**src/rtl/mbox_pkg.sv**
```systemverilog
package mbox_pkg;
  localparam int BUS_AW = 8;
  localparam int BUS_DW = 64;
  localparam int PAY_W  = 32;
  localparam int MSG_W  = BUS_DW + PAY_W;
  localparam int NDIR   = 2;
  localparam int NSRC   = 2 * NDIR;

  localparam logic [BUS_AW-1:0] OFS_IRQ_EN  = 8'h48;
  localparam logic [BUS_AW-1:0] OFS_IRQ_ACK = 8'h4C;
  localparam logic [BUS_AW-1:0] REL_STAT = 8'h00;
  localparam logic [BUS_AW-1:0] REL_SND0 = 8'h10;
  localparam logic [BUS_AW-1:0] REL_SND1 = 8'h18;
  localparam logic [BUS_AW-1:0] REL_RCV0 = 8'h20;
  localparam logic [BUS_AW-1:0] REL_RCV1 = 8'h28;

  function automatic logic [BUS_AW-1:0] dir_base(input int d);
    return (d == 0) ? 8'h50 : 8'h80;
  endfunction

  // status word: full in 16, empty in 17, sticky overflow in 18
  function automatic logic [BUS_DW-1:0] stat_word(input logic full, input logic empty,
                                                  input logic ovf);
    logic [BUS_DW-1:0] w;
    w = '0;
    w[16] = full;
    w[17] = empty;
    w[18] = ovf;
    return w;
  endfunction

  // second receive word with occupancy, free slots and ring pointers
  function automatic logic [BUS_DW-1:0] rx_tail_word(input logic [4:0] occ,
                                                     input logic [3:0] free,
                                                     input logic [3:0] rp,
                                                     input logic [3:0] wp,
                                                     input logic [PAY_W-1:0] pay);
    logic [BUS_DW-1:0] w;
    w = '0;
    w[56:52] = occ;
    w[51:48] = free;
    w[47:44] = rp;
    w[43:40] = wp;
    w[PAY_W-1:0] = pay;
    return w;
  endfunction
endpackage

```
**src/rtl/mbox_fifo.sv**
```systemverilog
module mbox_fifo #(
  parameter int WIDTH = 96,
  parameter int DEPTH = 16,
  localparam int PTR_W = $clog2(DEPTH)
) (
  input  logic             clk,
  input  logic             rst_n,
  input  logic             push,
  input  logic             pop,
  input  logic [WIDTH-1:0] din,
  output logic [WIDTH-1:0] head,
  output logic             full,
  output logic             empty,
  output logic [PTR_W:0]   occ,
  output logic [PTR_W-1:0] rd_ptr,
  output logic [PTR_W-1:0] wr_ptr,
  output logic             push_ok,
  output logic             pop_ok
);
  localparam logic [PTR_W:0]   DEPTH_V = (PTR_W+1)'(DEPTH);
  localparam logic [PTR_W-1:0] LAST    = PTR_W'(DEPTH - 1);

  logic [WIDTH-1:0] mem [DEPTH];
  logic [PTR_W:0]   occ_q;
  logic [PTR_W-1:0] rp_q, wp_q;

  function automatic logic [PTR_W-1:0] step(input logic [PTR_W-1:0] p);
    return (p == LAST) ? '0 : p + 1'b1;
  endfunction

  assign full    = (occ_q == DEPTH_V);
  assign empty   = (occ_q == '0);
  assign push_ok = push && !full;
  assign pop_ok  = pop && !empty;
  assign head    = mem[rp_q];
  assign occ     = occ_q;
  assign rd_ptr  = rp_q;
  assign wr_ptr  = wp_q;

  always_ff @(posedge clk) begin
    if (push_ok) mem[wp_q] <= din;
  end

  always_ff @(posedge clk) begin
    if (!rst_n) begin
      occ_q <= '0;
      rp_q  <= '0;
      wp_q  <= '0;
    end else begin
      if (push_ok) wp_q <= step(wp_q);
      if (pop_ok)  rp_q <= step(rp_q);
      occ_q <= occ_q + (PTR_W+1)'(push_ok) - (PTR_W+1)'(pop_ok);
    end
  end
endmodule

```
**src/rtl/mbox_irq.sv**
```systemverilog
module mbox_irq #(
  parameter int NSRC = 4
) (
  input  logic            clk,
  input  logic            rst_n,
  input  logic            en_we,
  input  logic [NSRC-1:0] en_din,
  input  logic [NSRC-1:0] ack,
  input  logic [NSRC-1:0] cond,
  output logic [NSRC-1:0] en_q,
  output logic [NSRC-1:0] pend_q
);
  always_ff @(posedge clk) begin
    if (!rst_n) begin
      en_q   <= '0;
      pend_q <= '0;
    end else begin
      if (en_we) en_q <= en_din;
      pend_q <= (pend_q | cond) & ~ack;
    end
  end
endmodule

```
**src/rtl/ipc_mailbox.sv**
```systemverilog
module ipc_mailbox
  import mbox_pkg::*;
#(
  parameter int DEPTH = 16,
  localparam int PTR_W = $clog2(DEPTH)
) (
  input  logic              clk,
  input  logic              rst_n,
  input  logic              bus_en,
  input  logic              bus_we,
  input  logic [BUS_AW-1:0] bus_addr,
  input  logic [BUS_DW-1:0] bus_wdata,
  output logic [BUS_DW-1:0] bus_rdata,
  output logic              irq_fwd,
  output logic              irq_rev
);
  localparam logic [PTR_W:0] DEPTH_V = (PTR_W+1)'(DEPTH);

  logic wr_cyc, rd_cyc;
  assign wr_cyc = bus_en && bus_we;
  assign rd_cyc = bus_en && !bus_we;

  logic [NDIR-1:0] full_w, empty_w, ovf_w, push_req, pop_req, push_ok, pop_ok;
  logic [NDIR-1:0][MSG_W-1:0] head_w;
  logic [NDIR-1:0][PTR_W:0]   occ_w;
  logic [NDIR-1:0][PTR_W-1:0] rdp_w, wrp_w;
  logic [NSRC-1:0] cond_w, ack_w, en_q, pend_q;
  logic [NDIR-1:0] irq_w;

  for (genvar d = 0; d < NDIR; d++) begin : g_dir
    logic [BUS_DW-1:0] stage_q;
    logic              ovf_q;
    logic              stage_we;

    assign stage_we    = wr_cyc && (bus_addr == dir_base(d) + REL_SND0);
    assign push_req[d] = wr_cyc && (bus_addr == dir_base(d) + REL_SND1);
    assign pop_req[d]  = rd_cyc && (bus_addr == dir_base(d) + REL_RCV1);

    always_ff @(posedge clk) begin
      if (!rst_n) begin
        stage_q <= '0;
        ovf_q   <= 1'b0;
      end else begin
        if (stage_we) stage_q <= bus_wdata;
        if (push_req[d] && full_w[d]) ovf_q <= 1'b1;
      end
    end
    assign ovf_w[d] = ovf_q;

    mbox_fifo #(.WIDTH(MSG_W), .DEPTH(DEPTH)) u_fifo (
      .clk     (clk),
      .rst_n   (rst_n),
      .push    (push_req[d]),
      .pop     (pop_req[d]),
      .din     ({stage_q, bus_wdata[PAY_W-1:0]}),
      .head    (head_w[d]),
      .full    (full_w[d]),
      .empty   (empty_w[d]),
      .occ     (occ_w[d]),
      .rd_ptr  (rdp_w[d]),
      .wr_ptr  (wrp_w[d]),
      .push_ok (push_ok[d]),
      .pop_ok  (pop_ok[d])
    );

    assign cond_w[2*d]   = empty_w[d];
    assign cond_w[2*d+1] = !empty_w[d];
    assign irq_w[d] = |(pend_q[2*d+1:2*d] & en_q[2*d+1:2*d]);
  end

  assign ack_w = (wr_cyc && bus_addr == OFS_IRQ_ACK) ? bus_wdata[NSRC-1:0] : '0;

  mbox_irq #(.NSRC(NSRC)) u_irq (
    .clk    (clk),
    .rst_n  (rst_n),
    .en_we  (wr_cyc && bus_addr == OFS_IRQ_EN),
    .en_din (bus_wdata[NSRC-1:0]),
    .ack    (ack_w),
    .cond   (cond_w),
    .en_q   (en_q),
    .pend_q (pend_q)
  );

  assign irq_fwd = irq_w[0];
  assign irq_rev = irq_w[1];

  logic [BUS_DW-1:0] rd_next;
  always_comb begin
    rd_next = '0;
    if (bus_addr == OFS_IRQ_EN)  rd_next = BUS_DW'(en_q);
    if (bus_addr == OFS_IRQ_ACK) rd_next = BUS_DW'(pend_q);
    for (int d = 0; d < NDIR; d++) begin
      if (bus_addr == dir_base(d) + REL_STAT)
        rd_next = stat_word(full_w[d], empty_w[d], ovf_w[d]);
      if (bus_addr == dir_base(d) + REL_RCV0 && !empty_w[d])
        rd_next = head_w[d][MSG_W-1:PAY_W];
      if (bus_addr == dir_base(d) + REL_RCV1 && !empty_w[d])
        rd_next = rx_tail_word(5'(occ_w[d]), 4'(DEPTH_V - occ_w[d]), 4'(rdp_w[d]),
                               4'(wrp_w[d]), head_w[d][PAY_W-1:0]);
    end
  end

  always_ff @(posedge clk) begin
    if (!rst_n) bus_rdata <= '0;
    else if (rd_cyc) bus_rdata <= rd_next;
  end
endmodule

```
**config.mk**
```make
export PLATFORM = sky130hd
export DESIGN_NAME = ipc_mailbox
export DESIGN_NICKNAME = d
export VERILOG_FILES = /design/src/rtl/mbox_pkg.sv /design/src/rtl/mbox_fifo.sv /design/src/rtl/mbox_irq.sv /design/src/rtl/ipc_mailbox.sv
export SDC_FILE = /design/constraint.sdc
export NUM_CORES = 2
export LEC_CHECK = 0
export CAP_MARGIN = 20
export CORE_MARGIN = 2
export CORE_UTILIZATION = 40
export DETAILED_ROUTE_END_ITERATION = 8
export DONT_BUFFER_PORTS = 1
export GPL_TIMING_DRIVEN = 1
export MAX_ROUTING_LAYER = met4
export REMOVE_ABC_BUFFERS = 1
export SLEW_MARGIN = 20
export SYNTH_ARGS = -nofsm -noshare
export SYNTH_HDL_FRONTEND = slang
export SYNTH_SLANG_ARGS = --single-unit
```
**constraint.sdc**
```tcl
create_clock -name clk -period 9.75 [get_ports clk]
set_clock_uncertainty 0.2 [all_clocks]
set_input_delay 1.95 -clock clk [delete_from_list [all_inputs] [get_ports clk]]
set_output_delay 1.95 -clock clk [all_outputs]
set_load 0.005 [all_outputs]
```
# Word level (Yosys, flattened, before mapping)
# Memories as Yosys holds them, arrays and structs flattened. A register that Yosys moved wholly into a read port is not among the register bits.
# Index checks and enable logic that the tools add are counted.
# totals
register_bits	228
ramBits	3072
in_bits	76
word_cells	98
n_memories	2
# mem_list
memory	depth	width	read_ports	rd_ports_with_merged_regs	wr	line	text
g_dir[0].u_fifo.mem	16	96	1	1	1	mbox_fifo.sv:23	logic [WIDTH-1:0] mem [DEPTH];
g_dir[1].u_fifo.mem	16	96	1	1	1	mbox_fifo.sv:23	
# classes
add_sub_neg	10
n_eq_ne	18
n_mux	21
n_bitwise	5
n_reduce_logical	29
# ops
operator	n
two-way mux 64 bit	7
== test 8 x 7 -> 1 bit (second input constant)	7
== test 8 bit (second input constant)	5
two-way mux 4 bit	10
logical AND 1 bit	20
adder 4 x 1 -> 4 bit (second input constant)	4
== test 4 bit (second input constant)	4
adder 5 x 1 -> 5 bit	2
== test 5 bit (second input constant)	2
logical NOT 5 bit	2
subtractor 5 x 1 -> 5 bit	2
subtractor 1 x 4 -> 4 bit (first input constant)	2
logical NOT 1 bit	5
bitwise AND 2 bit	2
bitwise AND 4 bit	1
two-way mux 1 bit	4
NOT 4 bit	1
bitwise OR 4 bit	1
OR reduction 2 bit	2

# Longest topological paths before layout
# logic_depth
depth_word	9
mapped_depth	17

# Modules after synthesis
# A second synthesis with hierarchy kept.
# hier_totals
cells_unflattened	6001
hier_area_um2	125557.9
# modules_own_cells
module	n_inst	cells_each	area_each_um2	seq_area_each_um2
mbox_fifo	2	2453	58265.9	46464.6
ipc_mailbox	1	1070	8744.6	3883.7
mbox_irq	1	25	281.5	160.2

# Least setup slack after synthesis
# No wires, ideal clock.
# synth_timing
kind	input-to-reg
from	input port bus_addr[2]
to	memory g_dir[1].u_fifo.mem[2][0], enable pin
setup_ps	668
arrival_ps	9767
required_ps	8882
slack_ps	-885
cell_stages	6
n_path_buf	1
path_cell_list	nor4b_1 -> nand4_1 -> nor2b_1 -> buf_1 -> nand2_1 -> nor3_1
# synth_via
elab_chain_len	5
# synth_lines
item	line	text
start, declared	ipc_mailbox.sv:11	input logic [BUS_AW-1:0] bus_addr,
== test 8 bit	ipc_mailbox.sv:36	assign push_req[d] = wr_cyc && (bus_addr == dir_base(d) + REL_SND1);
logical AND 1 bit	ipc_mailbox.sv:36	
logical AND 1 bit	mbox_fifo.sv:33	assign push_ok = push && !full;
via g_dir[1].u_fifo.push_ok	mbox_fifo.sv:17	output logic push_ok,
two-way mux 1 bit	mbox_fifo.sv:41	if (push_ok) mem[wp_q] <= din;
two-way mux 1 bit (not written as such)	mbox_fifo.sv:41	
end, declared	mbox_fifo.sv:23	
# The timed path passes the listed nets, and every way through them passes these cells.

# Worst setup path after layout
# layout_timing
from	input port bus_addr[2]
to	register g_dir[1].u_fifo.occ_q[4]
# layout_via
elab_chain_len	5
elab_cells_between_ends	8
cone_classes	add/sub (2); eq/ne (2); reduce/logical (4)
# layout_lines
item	line	text
== test 8 bit	ipc_mailbox.sv:36	
logical AND 1 bit	ipc_mailbox.sv:36	
logical AND 1 bit	mbox_fifo.sv:33	
adder 5 x 1 -> 5 bit	mbox_fifo.sv:52	occ_q <= occ_q + (PTR_W+1)'(push_ok) - (PTR_W+1)'(pop_ok);
subtractor 5 x 1 -> 5 bit *	mbox_fifo.sv:52	
end signal, assigned	mbox_fifo.sv:52	
end, declared	mbox_fifo.sv:24	logic [PTR_W:0] occ_q;
# Every way passes the cells marked *; elsewhere a longest branch is shown, timed or not.
# A chain may end at the register's enable or synchronous reset.

==> flow_summary_export.csv <==
group,metric,value,unit
floorplan,start_util,40.1,%
floorplan,fp.dieW,566,µm
floorplan,coreArea,0.314,mm²
routing,viasPerCell,5.83,
cts,cts.sinks,3308,
pwr,peakVddDrop,0.000158,V
placement,placed_area,0.131,mm²
setup_path,critPathCaptureType,"flop",
layout,final_nets,6066,
routing,ant_nets,0,
hold_path,hold_path.class,"flop to flop",
sta,timing.final.crit_share,60.8,%
placement,placement.io_buffers,0,
sta,slew_violations,0,
cts,insertion_delay,890,ps
cts,clockBufferDepth,4,
placement,post-dp-hpwl,169000,µm
cts,cts_hold_buf,0,
cts,cts-root-buf,"clkbuf_16",
logic_synthesis,yosysUniqueCellTypes,69,
sta,slew_headroom,22.3,%
floorplan,die_y,566,µm
layout,seq_area,0.0970,mm²
layout,multi_input_area,0.0279,mm²
layout,layout_common_cells,"edfxtp_1, mux4_2, nand2_1",
setup_path,cp.arrival,6480,ps
routing,wire_per_inst,31.1,µm
routing,drcViolationCount,0,
sta,fmax,169,MHz
global_routing,grt_first_pass_wirelength,461000,µm
pwr,power.density,197,mW/mm²
setup_path,cp.required,10310,ps
global_routing,grt_max_degree,215,
sta,worst_pin_slew,1160,ps
cts,cts_tree,"built",
layout,final_common_cell,"edfxtp_1",
routing,vias,60700,
logic_synthesis,synthArstFlopShare,0,%
logic_synthesis,synthFlopType,"edfxtp_1",
logic_synthesis,syn_inst,5849,
pwr,total_power,27.9,mW
layout,syn2layout_area_growth,12.6,%
pwr,leakage,42.8,nW
logic_synthesis,ys_seq_area_share,76.9,%
global_routing,grt_pass1_vias,61900,
logic_synthesis,avgSynthCellArea,21.6,µm²
sta,finalSetupTns,0,ps
routing,drtPass1Iterations,6,
sta,finalWorstSetupSlack,3830,ps
setup_path,worst_setup_path_start_kind,"input port",
logic_synthesis,synth_seq_cells,3308,
sta,setup_viol,0,
sta,holdWs,281,ps
logic_synthesis,yosysWarnings,0,
flow_run,maxCapViolCount,0,
placement,dp_slack,3170,ps
cts,cts_resized,0,
global_routing,grt.overflow.total,0,
sta,period_minus_slack,5920,ps
global_routing,grt_usage,20.8,%
cts,numCtsBuffers,327,
global_routing,antenna_found_initial,18,
cts,post_cts_buffers,0,
run_status,status,"finished, final reports clean",
cts,clk_pin_slew,60,ps
layout,fillers,26200,
setup_path,crit_fanout,49,
routing,drt_wl_total,323000,µm
sta,finalHoldViolCount,0,
floorplan,rows,206,
floorplan,die-area,0.320,mm²
layout,stdcell_area,0.142,mm²
placement,place_congestion,0.829,
logic_synthesis,synth_edf_count,3072,
floorplan,ioPinCount,142,
setup_path,worstSetupPathType,"input port to flop",
cts,htreeDepth,5,
routing,drt_iter0_drc,6566,
layout,final_layout_size_suffix_gt1_share,24.7,%
sta,rsz0062_at_grt,"no",
logic_synthesis,syn-cell-area,0.126,mm²
==> where the power goes <==
| part | switching, mW | leakage (nW) | internal [mW] |
|---|---|---|---|
| registers | 0.00338 | 31.0 | 15.3 |
| clock network | 5.25 | 5.18 | 7.29 |
| logic | 0.0255 | 6.59 | 0.0178 |
| total | 5.27 | 42.8 | 22.6 |
==> critical path, stage by stage <==
cell     delay, ps
or4b_1         710
nor3_2         240
buf_4          730
nand2_4        700
inv_1          470
ha_1           300
inv_1           60
ha_1           160
inv_1           60
fa_1           430
nor2_1         110
nor2_1          50
nor2_1         120
o21ai_0         90
and3_1         170
==> per-layer routing <==
metal	vias to the layer above	global-route usage, %	share of wire, %
met5	-	-	0
met4	0	5.61	2.8
li1	24700	-	-
met2	2336	32.2	48
met1	33200	28.2	41
met3	485	4.03	7.9
==> cells by family after synthesis <==
kind of cell | share of synthesized area (%)
flip-flops | 76.9
multiplexers | 16.1
AND/OR/NAND/NOR | 2.21
AO/OA/AOI/OAI | 3.17
buffers and inverters | 1.23
adder cells (fa/ha/maj) | 0.290
XOR/XNOR | 0.0903
==> worst paths after layout <==
check	cells past startpoint	slack, ps	startpoint	end
min reg2reg	1	280	g_dir[0].ovf_q	g_dir[0].ovf_q
min	1	280	g_dir[0].ovf_q	g_dir[0].ovf_q
max reg2reg	17	4540	g_dir[1].u_fifo.occ[1]	g_dir[1].u_fifo.occ[4]
max	15	3830	bus_addr[2]	g_dir[1].u_fifo.occ[4]
==> sequential cells by signal, summed over array words and instances, names as in the netlist, named ones only <==
name / flops
bus_rdata: 64
g_dir.ovf_q: 2
g_dir.stage_q: 128
g_dir.u_fifo.mem: 3072
g_dir.u_fifo.occ: 10
g_dir.u_fifo.rd_ptr: 8
g_dir.u_fifo.wr_ptr: 8
u_irq.en_q: 4
u_irq.pend_q: 4
==> Yosys cell counts (14+ instances only) <==
master | n | area share [%]
a211oi_1 | 62 | 0.37
mux4_2 | 856 | 15
buf_1 | 43 | 0.13
buf_4 | 14 | 0.083
o221ai_1 | 43 | 0.30
edfxtp_1 | 3072 | 73
nand3_1 | 28 | 0.11
clkbuf_1 | 157 | 0.47
a21boi_0 | 135 | 0.80
o21ai_0 | 29 | 0.12
buf_2 | 122 | 0.48
and2_1 | 15 | 0.074
a21oi_1 | 169 | 0.67
mux2i_1 | 76 | 0.60
inv_1 | 19 | 0.057
mux2_2 | 28 | 0.25
a22oi_1 | 42 | 0.25
a221oi_1 | 46 | 0.32
ha_1 | 26 | 0.26
nor2_1 | 58 | 0.17
nand2b_1 | 24 | 0.12
dfxtp_1 | 236 | 3.7
nand2_1 | 350 | 1.0
nor2b_1 | 75 | 0.37
==> layout make-up <==
| type | count | share of cell area [%] |
|---|---|---|
| clock buffers | 458 | 6.48 |
| diodes | 20 | 0.0352 |
| well taps | 4160 | 3.66 |
| multi-input cells | 2183 | 19.7 |
| flip-flops and latches | 3308 | 68.3 |
| clock inverters | 138 | 0.979 |
| repair buffers | 122 | 0.840 |
| inverters | 20 | 0.0528 |
==> metrics by stage <==
step           utilization [%]  cells
2_1_floorplan                -   5511
3_3_place_gp              41.8   9791
3_5_place_dp              41.8   9792
4_1_cts                   45.1  10400
5_1_grt                   45.2  10400
6_report                  45.2  10400
Note: power is estimated with default switching activity, not from simulation.
